--- src/rtl/omt_pkg.sv ---
package omt_pkg;
  typedef enum logic [1:0] {
    REQ_LOAD   = 2'b00,
    REQ_IFETCH = 2'b01,
    REQ_STORE  = 2'b10,
    REQ_ATOMIC = 2'b11
  } req_kind_e;

  function automatic logic kind_is_write(req_kind_e k);
    return (k == REQ_STORE) || (k == REQ_ATOMIC);
  endfunction
endpackage

--- src/rtl/omt_table.sv ---
module omt_table #(
  parameter int unsigned ENTRIES = 4,
  parameter int unsigned TAG_W   = 12,
  localparam int unsigned ECW    = $clog2(ENTRIES + 1)
) (
  input  logic             clk_i,
  input  logic             rst_ni,
  input  logic [TAG_W-1:0] rq_tag_i,
  input  logic [TAG_W-1:0] cp_tag_i,
  input  logic             alloc_i,
  input  logic             upd_i,
  input  logic             free_i,
  input  logic             pf_i,
  output logic             rq_hit_o,
  output logic             cp_hit_o,
  output logic             full_o,
  output logic [ECW-1:0]   occ_o,
  output logic [ECW-1:0]   dem_o
);
  logic [ENTRIES-1:0] vld_q, pf_q;
  logic [TAG_W-1:0]   tag_q [ENTRIES];
  logic [ENTRIES-1:0] rq_match, cp_match, free_oh;

  always_comb begin
    for (int i = 0; i < ENTRIES; i++) begin
      rq_match[i] = vld_q[i] && (tag_q[i] == rq_tag_i);
      cp_match[i] = vld_q[i] && (tag_q[i] == cp_tag_i);
    end
  end

  // lowest free slot, one-hot
  always_comb begin
    free_oh = '0;
    for (int i = ENTRIES - 1; i >= 0; i--) begin
      if (!vld_q[i]) begin
        free_oh    = '0;
        free_oh[i] = 1'b1;
      end
    end
  end

  always_comb begin
    occ_o = '0;
    dem_o = '0;
    for (int i = 0; i < ENTRIES; i++) begin
      occ_o = occ_o + ECW'(vld_q[i]);
      dem_o = dem_o + ECW'(vld_q[i] && !pf_q[i]);
    end
  end

  assign rq_hit_o = |rq_match;
  assign cp_hit_o = |cp_match;
  assign full_o   = &vld_q;

  always_ff @(posedge clk_i or negedge rst_ni) begin
    if (!rst_ni) begin
      vld_q <= '0;
      pf_q  <= '0;
    end else begin
      for (int i = 0; i < ENTRIES; i++) begin
        if (alloc_i && free_oh[i]) begin
          vld_q[i] <= 1'b1;
          pf_q[i]  <= pf_i;
        end else if (upd_i && rq_match[i]) begin
          pf_q[i]  <= pf_i;
        end
        // free wins over a same-cycle merge
        if (free_i && cp_match[i]) vld_q[i] <= 1'b0;
      end
    end
  end

  always_ff @(posedge clk_i) begin
    for (int i = 0; i < ENTRIES; i++)
      if (alloc_i && free_oh[i]) tag_q[i] <= rq_tag_i;
  end
endmodule

--- src/rtl/omt_watchdog.sv ---
module omt_watchdog #(
  parameter int unsigned THRESH = 64,
  localparam int unsigned CW    = (THRESH > 1) ? $clog2(THRESH) : 1
) (
  input  logic clk_i,
  input  logic rst_ni,
  input  logic start_i,
  input  logic busy_i,
  output logic deadlock_o
);
  logic          armed_q, dl_q;
  logic [CW-1:0] cnt_q;
  logic          fire;

  assign fire       = armed_q && (cnt_q == CW'(THRESH - 1));
  assign deadlock_o = dl_q;

  always_ff @(posedge clk_i or negedge rst_ni) begin
    if (!rst_ni) begin
      armed_q <= 1'b0;
      cnt_q   <= '0;
      dl_q    <= 1'b0;
    end else if (fire) begin
      armed_q <= 1'b0;
      if (busy_i) dl_q <= 1'b1;
    end else if (armed_q) begin
      cnt_q <= cnt_q + 1'b1;
    end else if (start_i) begin
      armed_q <= 1'b1;
      cnt_q   <= '0;
    end
  end
endmodule

--- src/rtl/omt_tracker.sv ---
module omt_tracker
  import omt_pkg::*;
#(
  parameter int unsigned NUM_THREADS = 2,
  parameter int unsigned ENTRIES     = 4,
  parameter int unsigned ADDR_W      = 16,
  parameter int unsigned LINE_LG     = 4,
  parameter int unsigned MAX_OUT     = 6,
  parameter int unsigned WDOG_CYCLES = 64,
  localparam int unsigned TID_W = (NUM_THREADS > 1) ? $clog2(NUM_THREADS) : 1,
  localparam int unsigned TAG_W = ADDR_W - LINE_LG,
  localparam int unsigned NTAB  = 2 * NUM_THREADS,
  localparam int unsigned TOT   = NTAB * ENTRIES,
  localparam int unsigned CNT_W = $clog2(TOT + 1),
  localparam int unsigned ECW   = $clog2(ENTRIES + 1)
) (
  input  logic              clk_i,
  input  logic              rst_ni,
  input  logic              req_valid_i,
  input  logic [ADDR_W-1:0] req_addr_i,
  input  logic [1:0]        req_type_i,
  input  logic [TID_W-1:0]  req_thread_i,
  input  logic              req_pf_i,
  output logic              ready_o,
  output logic              accept_o,
  input  logic              cpl_valid_i,
  input  logic [ADDR_W-1:0] cpl_addr_i,
  input  logic [TID_W-1:0]  cpl_thread_i,
  input  logic              cpl_write_i,
  output logic              err_o,
  output logic [CNT_W-1:0]  outstanding_o,
  output logic [CNT_W-1:0]  demand_o,
  output logic              deadlock_o
);
  logic [TAG_W-1:0] rq_tag, cp_tag;
  logic             is_wr, thr_ok;
  logic [TID_W:0]   tgt, own_wr, ctgt;
  logic [NTAB-1:0]  rq_hit, cp_hit, full, alloc, upd, free;
  logic [NTAB-1:0]  tgt_oh, own_oh, ctgt_oh;
  logic [ECW-1:0]   occ [NTAB];
  logic [ECW-1:0]   dem [NTAB];
  logic [CNT_W-1:0] count_q, occ_sum, dem_sum;
  logic             coalesce, alloc_go, cpl_ok;
  logic             unused_lo;

  assign unused_lo = ^{req_addr_i[LINE_LG-1:0], cpl_addr_i[LINE_LG-1:0]};

  assign rq_tag = req_addr_i[ADDR_W-1:LINE_LG];
  assign cp_tag = cpl_addr_i[ADDR_W-1:LINE_LG];
  assign is_wr  = kind_is_write(req_kind_e'(req_type_i));
  assign thr_ok = 32'(req_thread_i) < NUM_THREADS;
  // table index: thread*2 + (1 for write table)
  assign tgt    = {req_thread_i, is_wr};
  assign own_wr = {req_thread_i, 1'b1};
  assign ctgt   = {cpl_thread_i, cpl_write_i};

  for (genvar g = 0; g < NTAB; g++) begin : g_tab
    assign tgt_oh[g]  = (tgt == (TID_W + 1)'(g));
    assign own_oh[g]  = (own_wr == (TID_W + 1)'(g));
    assign ctgt_oh[g] = (ctgt == (TID_W + 1)'(g));
    assign alloc[g]   = alloc_go && tgt_oh[g];
    assign upd[g]     = coalesce && own_oh[g];
    assign free[g]    = cpl_ok && ctgt_oh[g];

    omt_table #(.ENTRIES(ENTRIES), .TAG_W(TAG_W)) u_tab (
      .clk_i    (clk_i),
      .rst_ni   (rst_ni),
      .rq_tag_i (rq_tag),
      .cp_tag_i (cp_tag),
      .alloc_i  (alloc[g]),
      .upd_i    (upd[g]),
      .free_i   (free[g]),
      .pf_i     (req_pf_i),
      .rq_hit_o (rq_hit[g]),
      .cp_hit_o (cp_hit[g]),
      .full_o   (full[g]),
      .occ_o    (occ[g]),
      .dem_o    (dem[g])
    );
  end

  always_comb begin
    occ_sum = '0;
    dem_sum = '0;
    for (int i = 0; i < NTAB; i++) begin
      occ_sum = occ_sum + CNT_W'(occ[i]);
      dem_sum = dem_sum + CNT_W'(dem[i]);
    end
  end

  assign ready_o  = thr_ok && (32'(count_q) < MAX_OUT) && !(|rq_hit) && !(|(full & tgt_oh));
  assign coalesce = req_valid_i && is_wr && thr_ok && (|(rq_hit & own_oh));
  assign alloc_go = req_valid_i && ready_o;
  assign accept_o = alloc_go || coalesce;

  assign cpl_ok = cpl_valid_i && (|(cp_hit & ctgt_oh));
  assign err_o  = cpl_valid_i && !cpl_ok;

  always_ff @(posedge clk_i or negedge rst_ni) begin
    if (!rst_ni) count_q <= '0;
    else         count_q <= count_q + CNT_W'(alloc_go) - CNT_W'(cpl_ok);
  end

  assign outstanding_o = count_q;
  assign demand_o      = dem_sum;

  omt_watchdog #(.THRESH(WDOG_CYCLES)) u_wdog (
    .clk_i      (clk_i),
    .rst_ni     (rst_ni),
    .start_i    (accept_o),
    .busy_i     (occ_sum != '0),
    .deadlock_o (deadlock_o)
  );
endmodule

--- config.mk ---
export PLATFORM = sky130hd
export DESIGN_NAME = omt_tracker
export DESIGN_NICKNAME = d
export VERILOG_FILES = /design/src/rtl/omt_pkg.sv /design/src/rtl/omt_table.sv /design/src/rtl/omt_watchdog.sv /design/src/rtl/omt_tracker.sv
export SDC_FILE = /design/constraint.sdc
export NUM_CORES = 1
export LEC_CHECK = 0
export ABC_CLOCK_PERIOD_IN_PS = 4500
export BUFFER_PORTS_ARGS = -buffer_cell sky130_fd_sc_hd__buf_2
export CORE_ASPECT_RATIO = 0.7
export CORE_MARGIN = 2
export CORE_UTILIZATION = 60
export CTS_BUF_LIST = sky130_fd_sc_hd__clkbuf_16
export DETAILED_ROUTE_END_ITERATION = 8
export GPL_TIMING_DRIVEN = 0
export PLACE_DENSITY = 0.78
export REMOVE_ABC_BUFFERS = 1
export SLEW_MARGIN = 20
export SYNTH_ARGS = -nofsm -noshare
export SYNTH_HDL_FRONTEND = slang
export SYNTH_SLANG_ARGS = --single-unit
--- constraint.sdc ---
create_clock -name clk_i -period 4.5 [get_ports clk_i]
set_input_delay 0.675 -clock clk_i [delete_from_list [all_inputs] [get_ports clk_i]]
set_output_delay 0.675 -clock clk_i [all_outputs]
set_load 0.03 [all_outputs]
==> flow_summary.json, run 1 <==
{
  "drc": 0,
  "ys_ff_latch": 237,
  "viasPerCell": 6.06,
  "relSlewSlack": 0.275,
  "syn_area_um2": 14000,
  "use_met2": 0.457,
  "startpoint_type": "flip-flop",
  "hold_viol": 0,
  "worstSetupPathType": "flip-flop to output pin",
  "grt.overflow.total": 0,
  "area_delta_synth_final_pct": 10.2,
  "hp-class": "input port to async pin",
  "ant_nets": 0,
  "fin_crit_sh": 1.03,
  "yosys_warnings": 0,
  "place_congestion": 0.915,
  "clock-root-buffer": "clkbuf_16",
  "place_area_um2": 14300,
  "worstPathRequired_ps": 3830,
  "clkLatencyLatePin_ps": 520,
  "synth-edff-count": 192,
  "yosys.cell_types.count": 55,
  "rows": 46,
  "vias": 9171,
  "wl_per_cell_um": 23.8,
  "final_util": 0.676,
  "clock_skew_ps": 15.7,
  "routed_wl_um": 36100,
  "initial_core_util": 0.614,
  "io_pins": 56,
  "grt_pass1_vias": 9216,
  "setup_ws_ps": -137,
  "dieWidth_um": 186,
  "die_h_um": 132,
  "setup_viol": 3,
  "port-buffer-count": 46,
  "cp-end-kind": "output pin",
  "rsz0062_at_grt": "true",
  "grt.busiest_layer": "met2",
  "htree_num_levels": 1,
  "drive_gt1_frac": 0.138,
  "reg2regPathDepth": 19,
  "antenna_found_initial": 0,
  "dieArea_um2": 24500,
  "synth_flop_cell": "edfxtp_1",
  "final_area_um2": 15400,
  "syn_inst": 1156,
  "status": "complete, but fails checks",
  "power_density_nw_per_um2": 593,
  "grt.met1_usage": 0.444,
  "max_cap_viol_count": 0,
  "grt_pass1_wl_um": 54300,
  "drt_pass1_iterations": 5,
  "grt_util_met3": 0.0504,
  "grt_max_degree": 46,
  "timing.fmax_ghz": 0.216,
  "yosysSeqAreaShare": 0.494,
  "tns_ps": -216,
  "leakagePower_nw": 5.33,
  "async_flop_share": 0.190,
  "final_max_slew_viol_count": 0,
  "ir_worst_vdd_mv": 0.992,
  "clockBufferDepth": 3,
  "hpwlAfterDp_um": 22000,
  "clock_sinks": 237,
  "drt_iter0_drc": 1050,
  "arrival_ps": 3960,
  "finalWorstPathRequiredPeriod_ps": 4640,
  "avgSynthCellArea_um2": 12.1,
  "worst_pin_slew_ps": 1080,
  "antennaDiodeCount": 0,
  "grtUsageTotal": 0.300,
  "core_um2": 22700,
  "cts_made_buffers": 25,
  "cts_tree": "built",
  "nNetsFinal": 1282,
  "cp_max_fo": 2,
  "clkSlewWorstSetupHoldPaths_ps": 60,
  "failed_checks": "setup timing"
}
where the power goes:
part	switching, mW	internal [mW]	leakage [nW]
Sequential	0.166	2.55	2.28
Clock	0.828	1.12	0.412
Combinational	2.60	1.86	2.65
Total	3.59	5.53	5.33
final cells by class:
cell class                 count  area [um2]
timing repair buffer          62         449
fill                        1631        7360
clock buffer                  25         626
tap                          312         390
clock inverter                20         136
multi-input combinational    784        6600
inverter                      73         278
sequential                   237        6900
kinds of logic (layout without fill, tap and decap cells):
family | count (synthesis) | count (layout) | synth area share
AO/OA/AOI/OAI | 58 | 58 | 0.0288
buffers and inverters | 135 | 180 | 0.0481
XOR/XNOR | 388 | 388 | 0.244
multiplexers | 19 | 19 | 0.0171
flip-flops | 237 | 237 | 0.494
adder cells (fa/ha/maj) | 57 | 57 | 0.0624
AND/OR/NAND/NOR | 262 | 262 | 0.106
cell usage in the layout, fill, tap and decap left out, types with 25 or more instances in the layout:
master	synthesis	routed
dfrtp_1	45	38
xnor2_1	313	312
edfxtp_1	192	192
nand2_1	32	31
nor4_1	52	45
clkbuf_16	0	25
inv_1	73	71
nand4_1	62	62
xor2_1	75	75
nand3_1	44	44
buf_2	13	32
ha_1	36	31
state kept, by name, indices dropped and copies added (netlist names):
register           count
g_tab.u_tab.tag_q    192
g_tab.u_tab.pf_q      16
g_tab.u_tab.vld_q     16
u_wdog.cnt_q           6
outstanding_o          5
u_wdog.armed_q         1
u_wdog.deadlock_o      1
cell usage after synthesis (14+ instances only):
master	number	share of area
xnor2_1	313	0.20
edfxtp_1	192	0.41
xor2_1	75	0.047
inv_1	73	0.020
nand4_1	62	0.028
nor4_1	52	0.023
dfrtp_1	45	0.081
nand3_1	44	0.016
ha_1	36	0.032
nand2_1	32	0.0086
clkbuf_1	22	0.0059
fa_1	21	0.030
nor2_1	21	0.0056
a21oi_1	16	0.0057
buf_4	15	0.0081
mux2_2	14	0.011
critical path, cell delays in order, from the launching register on:
cell	delay, ps
dfrtp_2	410
nor2b_4	140
ha_4	250
inv_2	30
fa_2	330
inv_2	80
ha_4	200
fa_1	520
inv_1	50
fa_1	440
inv_2	80
ha_4	140
inv_2	40
fa_2	380
xnor2_4	190
buf_6	160
routing by layer:
metal  vias up  wire, um  share of wire
met3        79      3430          0.095
met2       474     16300           0.45
met5         -         0              0
met4         0      1070          0.030
met1      4539     15300           0.42
li1       4079         -              -
what timing repair did:
action                     4_1_cts  5_1_grt
buffers inserted                 9        0
hold endpoints to repair         0        0
setup endpoints to repair        9        4
resized for setup               49       26
pin swaps                       11        1
hold buffers                     0        0
gates cloned                     0        0
through the flow:
step                cells  total power, mW  setup WS, ps  hold slack [ps]
floorplan            1094             5.29          49.7              379
global placement     1452             6.23         -1540              451
detailed placement   1459             6.39         -1210              454
CTS                  1513             8.96          -147              408
global route         1513             9.61          -261              226
finish               1513             9.12          -137              190
worst paths after layout:
path	startpoint	endpoint	slack [ps]
worst min-delay path	rst_ni	u_wdog.cnt_q[5]$_DFFE_PN0P_	190
worst max-delay path	g_tab[0].u_tab.vld_q[0]$_DFFE_PN0P_	demand_o[3]	-140
min in group clk_i	u_wdog.deadlock_o$_DFFE_PN0P_	u_wdog.deadlock_o$_DFFE_PN0P_	470
worst max register to register	g_tab[1].u_tab.vld_q[0]$_DFFE_PN0P_	outstanding_o[4]$_DFF_PN0_	200
worst min register to register	u_wdog.deadlock_o$_DFFE_PN0P_	u_wdog.deadlock_o$_DFFE_PN0P_	470
max in group asynchronous	rst_ni	g_tab[1].u_tab.vld_q[0]$_DFFE_PN0P_	3830
No activity file was read; power rests on OpenSTA's default activity.
==> inputs of run 2 (changes only) <==
==> constraint.sdc (replaced) <==
create_clock -name clk_i -period 4.5 [get_ports clk_i]
set_input_delay 0 -clock clk_i [delete_from_list [all_inputs] [get_ports clk_i]]
set_output_delay 0 -clock clk_i [all_outputs]
set_load 0.03 [all_outputs]
==> flow_summary.json, run 2 (synthesis gave the netlist of run 1 again) <==
{
  "status": "finished, final reports clean",
  "rows": 46,
  "worstSetupPathType": "flip-flop to output pin",
  "most-common-layout-cells": "xnor2_1 (312), edfxtp_1 (192), inv_1 (83)",
  "initial_core_util": 0.614,
  "hpwlAfterDp_um": 22000,
  "mostFrequentLayoutCell": "xnor2_1",
  "final_max_slew_viol_count": 0,
  "dieArea_um2": 24500,
  "core_um2": 22700,
  "htree_num_levels": 1,
  "relSlewSlack": 0.275,
  "crit_slowest_cell": "fa_1",
  "nNetsFinal": 1284,
  "port-buffer-count": 46,
  "grt_pass1_wl_um": 54100,
  "clockBufferDepth": 3,
  "leakagePower_nw": 5.31,
  "drive_gt1_frac": 0.116,
  "reg2regPathDepth": 19,
  "cts_made_buffers": 25,
  "area_delta_synth_final_pct": 8.97,
  "fin_cells": 1515,
  "worst_pin_slew_ps": 1090,
  "crit_buf_inv": 7,
  "cp-end-kind": "output pin",
  "io_pins": 56,
  "routed_wl_um": 35900,
  "antenna_found_initial": 0,
  "grtUsageTotal": 0.298,
  "viasPerCell": 6.07,
  "worst_path_most_repeated_cell": "inv_1",
  "grt_max_degree": 46,
  "finalWorstPathRequiredPeriod_ps": 4290,
  "die_h_um": 132,
  "ir_worst_vdd_mv": 1.11,
  "grt_pass1_vias": 9174,
  "wl_per_cell_um": 23.7,
  "critical-path-top-delay-family": "adder cells",
  "fin_total_pwr_mw": 8.55,
  "use_met2": 0.453,
  "antennaDiodeCount": 0,
  "rsz0062_at_grt": "false",
  "grt.busiest_layer": "met2",
  "min_path_cells": 3,
  "power_density_nw_per_um2": 562,
  "ant_nets": 0,
  "setup_viol": 0,
  "drc": 0,
  "clkLatencyLatePin_ps": 520,
  "grt_util_met3": 0.0502,
  "worstPathRequired_ps": 4500,
  "hold_viol": 0,
  "fill_cells": 1663,
  "hp-class": "input port to flip-flop",
  "drt_pass1_iterations": 5,
  "top_regs": "g_tab.u_tab.tag_q (192), g_tab.u_tab.pf_q (16), g_tab.u_tab.vld_q (16)",
  "fin_crit_sh": 0.953,
  "clkSlewWorstSetupHoldPaths_ps": 60,
  "cp_max_fo": 6,
  "crit_cells": 16,
  "dieWidth_um": 186,
  "place_congestion": 0.915,
  "arrival_ps": 4290,
  "max_cap_viol_count": 0,
  "grt.overflow.total": 0,
  "cts_tree": "built",
  "clock_sinks": 237,
  "vias": 9199,
  "grt.met1_usage": 0.441,
  "slowest_delay_ps": 530,
  "timing.fmax_ghz": 0.233,
  "cp_cell_sequence": "inv_1 -> nor2_1 -> ha_1 -> inv_1 -> fa_1 -> inv_1 -> ha_1 -> fa_1 -> inv_1 -> fa_1 -> inv_1 -> ha_2 -> inv_1 -> fa_2 -> xnor2_2 -> buf_6",
  "largest_reg_flops": 192,
  "drt_iter0_drc": 1006,
  "regMostFlops": "g_tab.u_tab.tag_q",
  "clock-root-buffer": "clkbuf_16",
  "place_inst": 1459,
  "clock_skew_ps": 17.1,
  "startpoint_type": "flip-flop"
}
==> run 2: cell count changes in the layout (fill, tap and decap cells not counted), sizes merged <==
cell and delta:
clkinvlp -1, dlygate4sd3 +5, inv +1, buf -3
==> run 2: area by class of cell <==
| class | instances | area (um2) | share of cell area |
|---|---|---|---|
| flip-flops and latches | 237 | 6900 | 0.454 |
| multi-input cells | 784 | 6480 | 0.426 |
| clock buffers | 25 | 626 | 0.0411 |
| repair buffers | 64 | 398 | 0.0262 |
| well taps | 312 | 390 | 0.0257 |
| inverters | 73 | 274 | 0.0180 |
| clock inverters | 20 | 136 | 0.00897 |
==> run 2: what timing repair did <==
action | CTS | global route
buffers inserted | 0 | 6
hold buffers | 5 | 0
pin swaps | 0 | 1
resized for setup | 4 | 14
endpoints found under the setup margin | 2 | 2
endpoints found under the hold margin | 52 | 0
==> run 2: report_power, final <==
| group | switching [mW] | leakage [nW] | internal, mW |
|---|---|---|---|
| combinational | 2.38 | 2.63 | 1.49 |
| sequential | 0.185 | 2.28 | 2.55 |
| clock | 0.830 | 0.412 | 1.12 |
| total | 3.39 | 5.31 | 5.16 |
==> run 2: worst register-to-register path: stages, from the launching register on <==
cell,delay (ps)
dfrtp_2,440
buf_12,140
ha_1,190
nand3_1,110
mux4_2,290
nand3b_1,90
a41oi_1,200
and3_1,280
nand2_4,250
inv_1,450
nand2_2,250
ha_1,330
inv_1,60
ha_1,160
inv_1,60
fa_1,390
inv_1,70
a21o_1,130
a21oi_1,80
xor2_1,140
==> run 2: per-stage QoR <==
stage / hold WS, ps / area (um2) / TNS, ps / utilization / worst slack (ps)
global route: 27.6 / 15200 / 0 / 0.669 / 45.3
global placement: 258 / 14200 / -17010 / 0.624 / -862
floorplan: -296 / 13600 / 0 / - / 650
CTS: 7.47 / 15100 / 0 / 0.664 / 37.6
finish: 43.1 / 15200 / 0 / 0.669 / 213
detailed placement: 270 / 14300 / -1180 / 0.628 / -534
==> run 2: routing by layer <==
metal | share of wire | wire length (um)
met1 | 0.42 | 15200
met2 | 0.45 | 16000
met3 | 0.098 | 3520
met4 | 0.031 | 1120
met5 | 0 | 0
==> run 2: final timing paths <==
| path | startpoint | endpoint | slack, ps |
|---|---|---|---|
| min in group asynchronous | rst_ni | g_tab[3].u_tab.pf_q[2]$_DFFE_PN0P_ | 70 |
| worst max register to register | g_tab[2].u_tab.vld_q[1]$_DFFE_PN0P_ | outstanding_o[4]$_DFF_PN0_ | 260 |
| worst max-delay path | g_tab[2].u_tab.vld_q[0]$_DFFE_PN0P_ | demand_o[3] | 210 |
| max in group asynchronous | rst_ni | g_tab[2].u_tab.vld_q[0]$_DFFE_PN0P_ | 3970 |
| worst min-delay path | req_valid_i | g_tab[0].u_tab.pf_q[3]$_DFFE_PN0P_ | 40 |
| worst min register to register | u_wdog.deadlock_o$_DFFE_PN0P_ | u_wdog.deadlock_o$_DFFE_PN0P_ | 460 |
